--- config.mk ---
export PLATFORM = sky130hd
export DESIGN_NAME = ttw_walker
export DESIGN_NICKNAME = d
export VERILOG_FILES = /design/src/rtl/ttw_pkg.sv /design/src/rtl/ttw_addr.sv /design/src/rtl/ttw_decode.sv /design/src/rtl/ttw_ctrl.sv /design/src/rtl/ttw_walker.sv
export SDC_FILE = /design/constraint.sdc
export NUM_CORES = 1
export LEC_CHECK = 0
export BUFFER_PORTS_ARGS = -buffer_cell sky130_fd_sc_hd__buf_2
export CORE_MARGIN = 2
export CORE_UTILIZATION = 53
export DETAILED_ROUTE_END_ITERATION = 12
export PLACE_DENSITY = 0.87
export SLEW_MARGIN = 40
export SYNTH_ARGS = -nofsm -noshare
export SYNTH_HDL_FRONTEND = slang
export SYNTH_HIERARCHICAL = 1
export SYNTH_SLANG_ARGS = --single-unit
--- constraint.sdc ---
create_clock -name clk -period 2 [get_ports clk]
set_input_delay 0.2 -clock clk [delete_from_list [all_inputs] [get_ports clk]]
set_output_delay 0.2 -clock clk [all_outputs]
set_load 0.02 [all_outputs]
--- src/rtl/ttw_pkg.sv ---
package ttw_pkg;
    localparam int ADDR_W      = 32;
    localparam int ALIGN_W     = 14;
    localparam int L1_IDX_W    = 12;
    localparam int SEC_OFF_W   = ADDR_W - L1_IDX_W;
    localparam int PAGE_OFF_W  = 12;
    localparam int L2_IDX_W    = SEC_OFF_W - PAGE_OFF_W;
    localparam int COARSE_LO   = L2_IDX_W + 2;
    localparam int ATTR_LO     = 2;
    localparam int ATTR_HI     = 11;
    localparam int ATTR_W      = ATTR_HI - ATTR_LO + 1;

    typedef enum logic [1:0] {
        DT_INVALID = 2'b00,
        DT_COARSE  = 2'b01,
        DT_SECTION = 2'b10,
        DT_RSVD    = 2'b11
    } desc_kind_e;

    typedef enum logic [2:0] {
        S_IDLE,
        S_L1_ISSUE,
        S_L1_WAIT,
        S_L2_ISSUE,
        S_L2_WAIT,
        S_RESP
    } walk_state_e;

    typedef struct packed {
        logic [ADDR_W-1:0] pa;
        logic [ATTR_W-1:0] attr;
        logic              fault;
    } walk_result_t;
endpackage

--- src/rtl/ttw_addr.sv ---
module ttw_addr
    import ttw_pkg::*;
(
    input  logic [ADDR_W-1:0] base_i,
    input  logic [ADDR_W-1:0] va_i,
    input  logic [ADDR_W-1:0] coarse_desc_i,
    input  logic              use_l2_i,
    output logic [ADDR_W-1:0] fetch_addr_o
);
    logic [ADDR_W-1:0] l1_addr;
    logic [ADDR_W-1:0] l2_addr;

    always_comb begin
        l1_addr = {base_i[ADDR_W-1:ALIGN_W], va_i[ADDR_W-1:SEC_OFF_W], 2'b00};
        l2_addr = {coarse_desc_i[ADDR_W-1:COARSE_LO],
                   va_i[SEC_OFF_W-1:PAGE_OFF_W], 2'b00};
        fetch_addr_o = use_l2_i ? l2_addr : l1_addr;
    end
endmodule

--- src/rtl/ttw_decode.sv ---
module ttw_decode
    import ttw_pkg::*;
(
    input  logic              second_level_i,
    input  logic [ADDR_W-1:0] desc_i,
    input  logic [ADDR_W-1:0] va_i,
    output logic              go_l2_o,
    output walk_result_t      result_o
);
    desc_kind_e kind;
    walk_result_t fault_res;

    always_comb begin
        kind      = desc_kind_e'(desc_i[1:0]);
        fault_res = '{pa: '0, attr: '0, fault: 1'b1};
        go_l2_o   = 1'b0;
        result_o  = fault_res;
        if (!second_level_i) begin
            unique case (kind)
                DT_SECTION: begin
                    result_o.pa    = {desc_i[ADDR_W-1:SEC_OFF_W], va_i[SEC_OFF_W-1:0]};
                    result_o.attr  = desc_i[ATTR_HI:ATTR_LO];
                    result_o.fault = 1'b0;
                end
                DT_COARSE:  go_l2_o = 1'b1;
                DT_INVALID,
                DT_RSVD:    result_o = fault_res;
            endcase
        end else if (desc_i[1]) begin
            result_o.pa    = {desc_i[ADDR_W-1:PAGE_OFF_W], va_i[PAGE_OFF_W-1:0]};
            result_o.attr  = desc_i[ATTR_HI:ATTR_LO];
            result_o.fault = 1'b0;
        end
    end

    // a decoded fault never carries an address or attributes
    always_comb begin
        a_r8_fault_clean: assert (!result_o.fault || (result_o.pa == '0 && result_o.attr == '0));
    end
endmodule

--- src/rtl/ttw_ctrl.sv ---
module ttw_ctrl
    import ttw_pkg::*;
(
    input  logic clk,
    input  logic rst_n,
    input  logic req_valid_i,
    input  logic rvalid_i,
    input  logic go_l2_i,
    output logic ready_o,
    output logic mem_req_o,
    output logic rsp_valid_o,
    output logic use_l2_o,
    output logic second_level_o,
    output logic cap_req_o,
    output logic cap_coarse_o,
    output logic cap_result_o
);
    walk_state_e state_q, state_d;

    always_comb begin
        state_d = state_q;
        unique case (state_q)
            S_IDLE:     if (req_valid_i) state_d = S_L1_ISSUE;
            S_L1_ISSUE: state_d = S_L1_WAIT;
            S_L1_WAIT:  if (rvalid_i) state_d = go_l2_i ? S_L2_ISSUE : S_RESP;
            S_L2_ISSUE: state_d = S_L2_WAIT;
            S_L2_WAIT:  if (rvalid_i) state_d = S_RESP;
            S_RESP:     state_d = S_IDLE;
            default:    state_d = S_IDLE;
        endcase
    end

    always_ff @(posedge clk) begin
        if (!rst_n) state_q <= S_IDLE;
        else        state_q <= state_d;
    end

    always_comb begin
        ready_o        = 1'b0;
        mem_req_o      = 1'b0;
        rsp_valid_o    = 1'b0;
        use_l2_o       = 1'b0;
        second_level_o = 1'b0;
        cap_req_o      = 1'b0;
        cap_coarse_o   = 1'b0;
        cap_result_o   = 1'b0;
        unique case (state_q)
            S_IDLE: begin
                ready_o   = 1'b1;
                cap_req_o = req_valid_i;
            end
            S_L1_ISSUE: mem_req_o = 1'b1;
            S_L1_WAIT: begin
                cap_coarse_o = rvalid_i && go_l2_i;
                cap_result_o = rvalid_i && !go_l2_i;
            end
            S_L2_ISSUE: begin
                mem_req_o = 1'b1;
                use_l2_o  = 1'b1;
            end
            S_L2_WAIT: begin
                use_l2_o       = 1'b1;
                second_level_o = 1'b1;
                cap_result_o   = rvalid_i;
            end
            S_RESP: rsp_valid_o = 1'b1;
            default: ;
        endcase
    end

    // acceptance drops ready at once
    a_r2_accept_drops_ready: assert property (@(posedge clk) disable iff (!rst_n)
        (req_valid_i && ready_o) |=> !ready_o);
    // response is a single pulse, and ready returns right after it
    a_r2_rsp_pulse: assert property (@(posedge clk) disable iff (!rst_n)
        rsp_valid_o |=> (!rsp_valid_o && ready_o));
    // ready is never high while a response is presented
    a_r2_rsp_not_ready: assert property (@(posedge clk) disable iff (!rst_n)
        rsp_valid_o |-> !ready_o);
    // each read strobe lasts one cycle
    a_r3_req_pulse: assert property (@(posedge clk) disable iff (!rst_n)
        mem_req_o |=> !mem_req_o);
    // a read strobe is never followed directly by a response
    a_r9_no_early_rsp: assert property (@(posedge clk) disable iff (!rst_n)
        mem_req_o |=> !rsp_valid_o);
endmodule

--- src/rtl/ttw_walker.sv ---
module ttw_walker
    import ttw_pkg::*;
(
    input  logic              clk,
    input  logic              rst_n,
    input  logic [31:0]       tbl_base_i,
    input  logic              req_valid_i,
    input  logic [31:0]       req_va_i,
    output logic              req_ready_o,
    output logic              mem_req_o,
    output logic [31:0]       mem_addr_o,
    input  logic              mem_rvalid_i,
    input  logic [31:0]       mem_rdata_i,
    output logic              rsp_valid_o,
    output logic [31:0]       rsp_pa_o,
    output logic [9:0]        rsp_attr_o,
    output logic              rsp_fault_o
);
    logic [ADDR_W-1:0] va_q, base_q, coarse_q;
    walk_result_t      res_q, dec_res;
    logic use_l2, second_level, go_l2;
    logic cap_req, cap_coarse, cap_result;

    ttw_ctrl u_ctrl (
        .clk            (clk),
        .rst_n          (rst_n),
        .req_valid_i    (req_valid_i),
        .rvalid_i       (mem_rvalid_i),
        .go_l2_i        (go_l2),
        .ready_o        (req_ready_o),
        .mem_req_o      (mem_req_o),
        .rsp_valid_o    (rsp_valid_o),
        .use_l2_o       (use_l2),
        .second_level_o (second_level),
        .cap_req_o      (cap_req),
        .cap_coarse_o   (cap_coarse),
        .cap_result_o   (cap_result)
    );

    ttw_addr u_addr (
        .base_i        (base_q),
        .va_i          (va_q),
        .coarse_desc_i (coarse_q),
        .use_l2_i      (use_l2),
        .fetch_addr_o  (mem_addr_o)
    );

    ttw_decode u_dec (
        .second_level_i (second_level),
        .desc_i         (mem_rdata_i),
        .va_i           (va_q),
        .go_l2_o        (go_l2),
        .result_o       (dec_res)
    );

    always_ff @(posedge clk) begin
        if (!rst_n) begin
            va_q     <= '0;
            base_q   <= '0;
            coarse_q <= '0;
            res_q    <= '0;
        end else begin
            if (cap_req) begin
                va_q   <= req_va_i;
                base_q <= tbl_base_i;
            end
            if (cap_coarse) coarse_q <= mem_rdata_i;
            if (cap_result) res_q    <= dec_res;
        end
    end

    assign rsp_pa_o    = res_q.pa;
    assign rsp_attr_o  = res_q.attr;
    assign rsp_fault_o = res_q.fault;

    // every read address is word aligned
    a_r3_word_aligned: assert property (@(posedge clk) disable iff (!rst_n)
        mem_req_o |-> (mem_addr_o[1:0] == 2'b00));
    // a faulting response carries no address and no attributes
    a_r8_fault_zero: assert property (@(posedge clk) disable iff (!rst_n)
        (rsp_valid_o && rsp_fault_o) |-> (rsp_pa_o == '0 && rsp_attr_o == '0));
    // results change only when a response is presented
    a_r11_hold: assert property (@(posedge clk) disable iff (!rst_n)
        !rsp_valid_o |-> ($stable(rsp_pa_o) && $stable(rsp_attr_o) && $stable(rsp_fault_o)));
endmodule

==> summary by stage <==
Run status
The flow ran to the end, but the final reports show violations. The final reports fail on setup timing.

Final layout
The signed area change from the synthesized netlist to the final layout is 45.5%. The number of fill cells in the layout is 578. The post-layout net count is 829. In the layout the commonest cells are sky130_fd_sc_hd__buf_2, sky130_fd_sc_hd__nor2b_1, sky130_fd_sc_hd__dfxtp_1. The final instance count without filler cells is approximately 880.

The commonest non-fill, non-tap cell in the layout is sky130_fd_sc_hd__buf_2. The number of inserted diodes is 0. The proportion of layout cells with a drive suffix above 1 is 0.363. Measured on the finished design, the core utilization comes to 0.796.

Pwr
Of the total power, combinational logic draws 0.174. For this design the static power due to leakage is roughly 3.5 nW. The switching power summed over all nets is 1.72 mW. IR analysis of the VDD net gives a maximum drop of roughly 450 µV.

Internal power comes to slightly above 5 mW. Of the total power, the share spent switching nets is 0.252. The total power density per cell area is around 830 nW/µm². The share of power burned in registers is 0.370. The fraction of power consumed by the clock network is 0.456.

STA
Setup total negative slack on the finished layout was measured at -5.01 ns. The number of max-slew violations in the final report was 0. Setup violations remaining at the end of the flow were counted as 32. In the finished design, the share of the clock period the worst path needs comes to 1.10.

For the pin with the worst max-slew slack, the measured transition is between 0.6 and 0.7 ns. The setup slack after layout is -0.207 ns. Counting I/O delays and the setup requirement, the final critical path takes about 2.2 ns. Setup repair after global routing could not meet its margin everywhere. The setup skew after layout is roughly 0.011 ns. The number of hold violations in the final report is 0. Measured against its own limit, the worst slew margin works out to 0.565. The maximum achievable frequency is 453 MHz.

Clock network
The clock latency on the worst-skew pair is 0.52 ns. The TritonCTS buffer count is 17. Clock-pin slew was measured on the worst setup and hold paths at 0.06 ns. The number of clock sinks seen by CTS is approximately 120. No sink is reached through more buffers than the 2 on the longest clock path. Clock tree synthesis selected as its root buffer the cell sky130_fd_sc_hd__clkbuf_8. In this run the number of H-tree levels came out at 4. TritonCTS built the clock tree.

Floorplan
Measured along the x axis, the die boundary spans between 100 and 150 µm. The overall die height is between 100 and 150 µm. The I/O pin count is around 180. The total number of placement rows is 37. The die covers around 12000 µm². The initial utilization of the core area, before any placement, comes to 0.547. The floorplan step defined a core boundary enclosing around 10000 µm².

Routing
The post-route antenna net violation count is 0. Detailed routing inserted a total of roughly 4600 vias. The final layout contains routed wiring with a total length of 17.0 mm. After detailed routing, the number of vias per cell comes to 5.27. The detailed router finished its first iteration with about 210 violations. The number of remaining DRC errors is 0.

The first TritonRoute pass finished after 4 iterations. The routed wire length per instance is between 15 and 20 µm.

Global route
For met2 alone, demand over resource in global routing was 0.516. The number of global-route vias before repair is roughly 5000. The number of antenna violations at the first check in global routing was 0. The maximum number of pins on one net before global-route repair is 45. The routing usage on met1 is 0.308. The met3 capacity usage during global routing is 0.0751. The first global-routing pass estimated between 20 and 30 mm of wire. The busiest layer in global routing is met2. The total routing resource utilization after global routing is 0.289. After global routing the overflow that remains totals 0.

Placement
The number of placed instances with taps included is between 700 and 800. The routability congestion estimate is around 0.8. Once detailed placement completed, the half-perimeter wirelength came to 8.74 mm. The number of buffer cells added on primary ports is 161.

Min path
The path class of the lowest-slack min-delay path is in2reg.

Critical path
Walking the worst path, the cells encountered are buf_6, nor2_4, a21o_4, buf_12, buf_16, mux2_4, buf_6. The required time of the critical path is 1.80 ns. STA classifies the critical path startpoint as a flop. The worst setup path is captured at an output pin. The signal arrival time at the worst endpoint is 2.01 ns. The setup path with the least slack is of type reg2out.

In this design, the largest share of critical-path delay is due to buffers and inverters. The buffer and inverter count on the worst path is 4. Of all nets on the critical path, the largest fanout is 7. The setup check on the worst reg-to-reg path leaves a slack of -0.03 ns. For this design, the slowest cell found on the critical path is sky130_fd_sc_hd__dfxtp_2. The most numerous cell type found on the critical path is sky130_fd_sc_hd__buf_6. The largest incremental delay on the critical path is ~0.36 ns.

Job
The reported max-cap violation count is 0.

Logic synthesis
The count of synthesis-stage warnings from yosys is 6. Each instance of the synthesized netlist takes up on average ~11 µm². The number of instances in the synthesized netlist is roughly 500. After synthesis the cells add up to ~5700 µm².
-- worst min-delay path, stage by stage --
cell and delay (ns):
sky130_fd_sc_hd__buf_2 0.08, sky130_fd_sc_hd__mux2i_1 0.06, sky130_fd_sc_hd__nor2b_1 0.13
-- per-stage QoR --
stage               power [mW]  hold slack, ns  instance area (µm²)  setup WS, ns
floorplan                 3.24           0.318                 5680         0.235
global placement          3.42           0.457                 6470         0.126
detailed placement        3.46           0.468                 6470        0.0359
CTS                       6.78         0.00381                 8140        -0.188
global route              7.05         0.00844                 8260        -0.262
finish                    6.82          0.0110                 8260        -0.207
-- power by group through the flow --
stage               Sequential (mW)  Clock [mW]  Combinational, mW
floorplan                      2.55           0              0.688
global placement               2.55           0              0.868
detailed placement             2.56           0              0.894
CTS                            2.51        3.12               1.14
global route                   2.53        3.27               1.25
finish                         2.52        3.11               1.19
-- sequential cells by signal, summed over array words and instances (netlist names) --
register,count
base_q,18
coarse_q,22
rsp_attr_o,10
rsp_fault_o,1
rsp_pa_o,32
u_ctrl/state_q,3
va_q,32
-- final cells by class --
cell class / instances / area, µm² / share of cell area
repair buffers: 258 / 2100 / 0.255
well taps: 136 / 170 / 0.0206
multi-input cells: 332 / 3000 / 0.363
clock buffers: 21 / 459 / 0.0556
flip-flops and latches: 118 / 2370 / 0.287
clock inverters: 11 / 148 / 0.0179
inverters: 2 / 12.5 / 0.00152
-- layer usage --
| metal | up-vias | wire (µm) |
|---|---|---|
| met5 | - | 0 |
| met4 | 0 | 605 |
| met3 | 53 | 984 |
| met2 | 188 | 9050 |
| met1 | 2226 | 6320 |
| li1 | 2159 | - |
-- what timing repair did --
item | in CTS | in global routing
resized for setup | 75 | 11
hold buffers | 69 | 1
endpoints found under the setup margin | 38 | 64
setup buffers | 7 | 1
hold endpoints to repair | 69 | 1
gates cloned | 3 | 2
pin swaps | 3 | 5
-- path summary, 6_finish.rpt --
path,endpoint,from,depth (start not counted)
worst max register to register,coarse_q[30]$_SDFFE_PN0P_,u_ctrl/state_q[1]$_SDFFE_PN0P_,10
worst min-delay path,base_q[23]$_SDFFE_PN0P_,tbl_base_i[23],3
worst min register to register,va_q[2]$_SDFFE_PN0P_,va_q[2]$_SDFFE_PN0P_,2
worst max-delay path,mem_addr_o[27],u_ctrl/state_q[2]$_SDFFE_PN0P_,7
(Power assumes the default switching activity.)
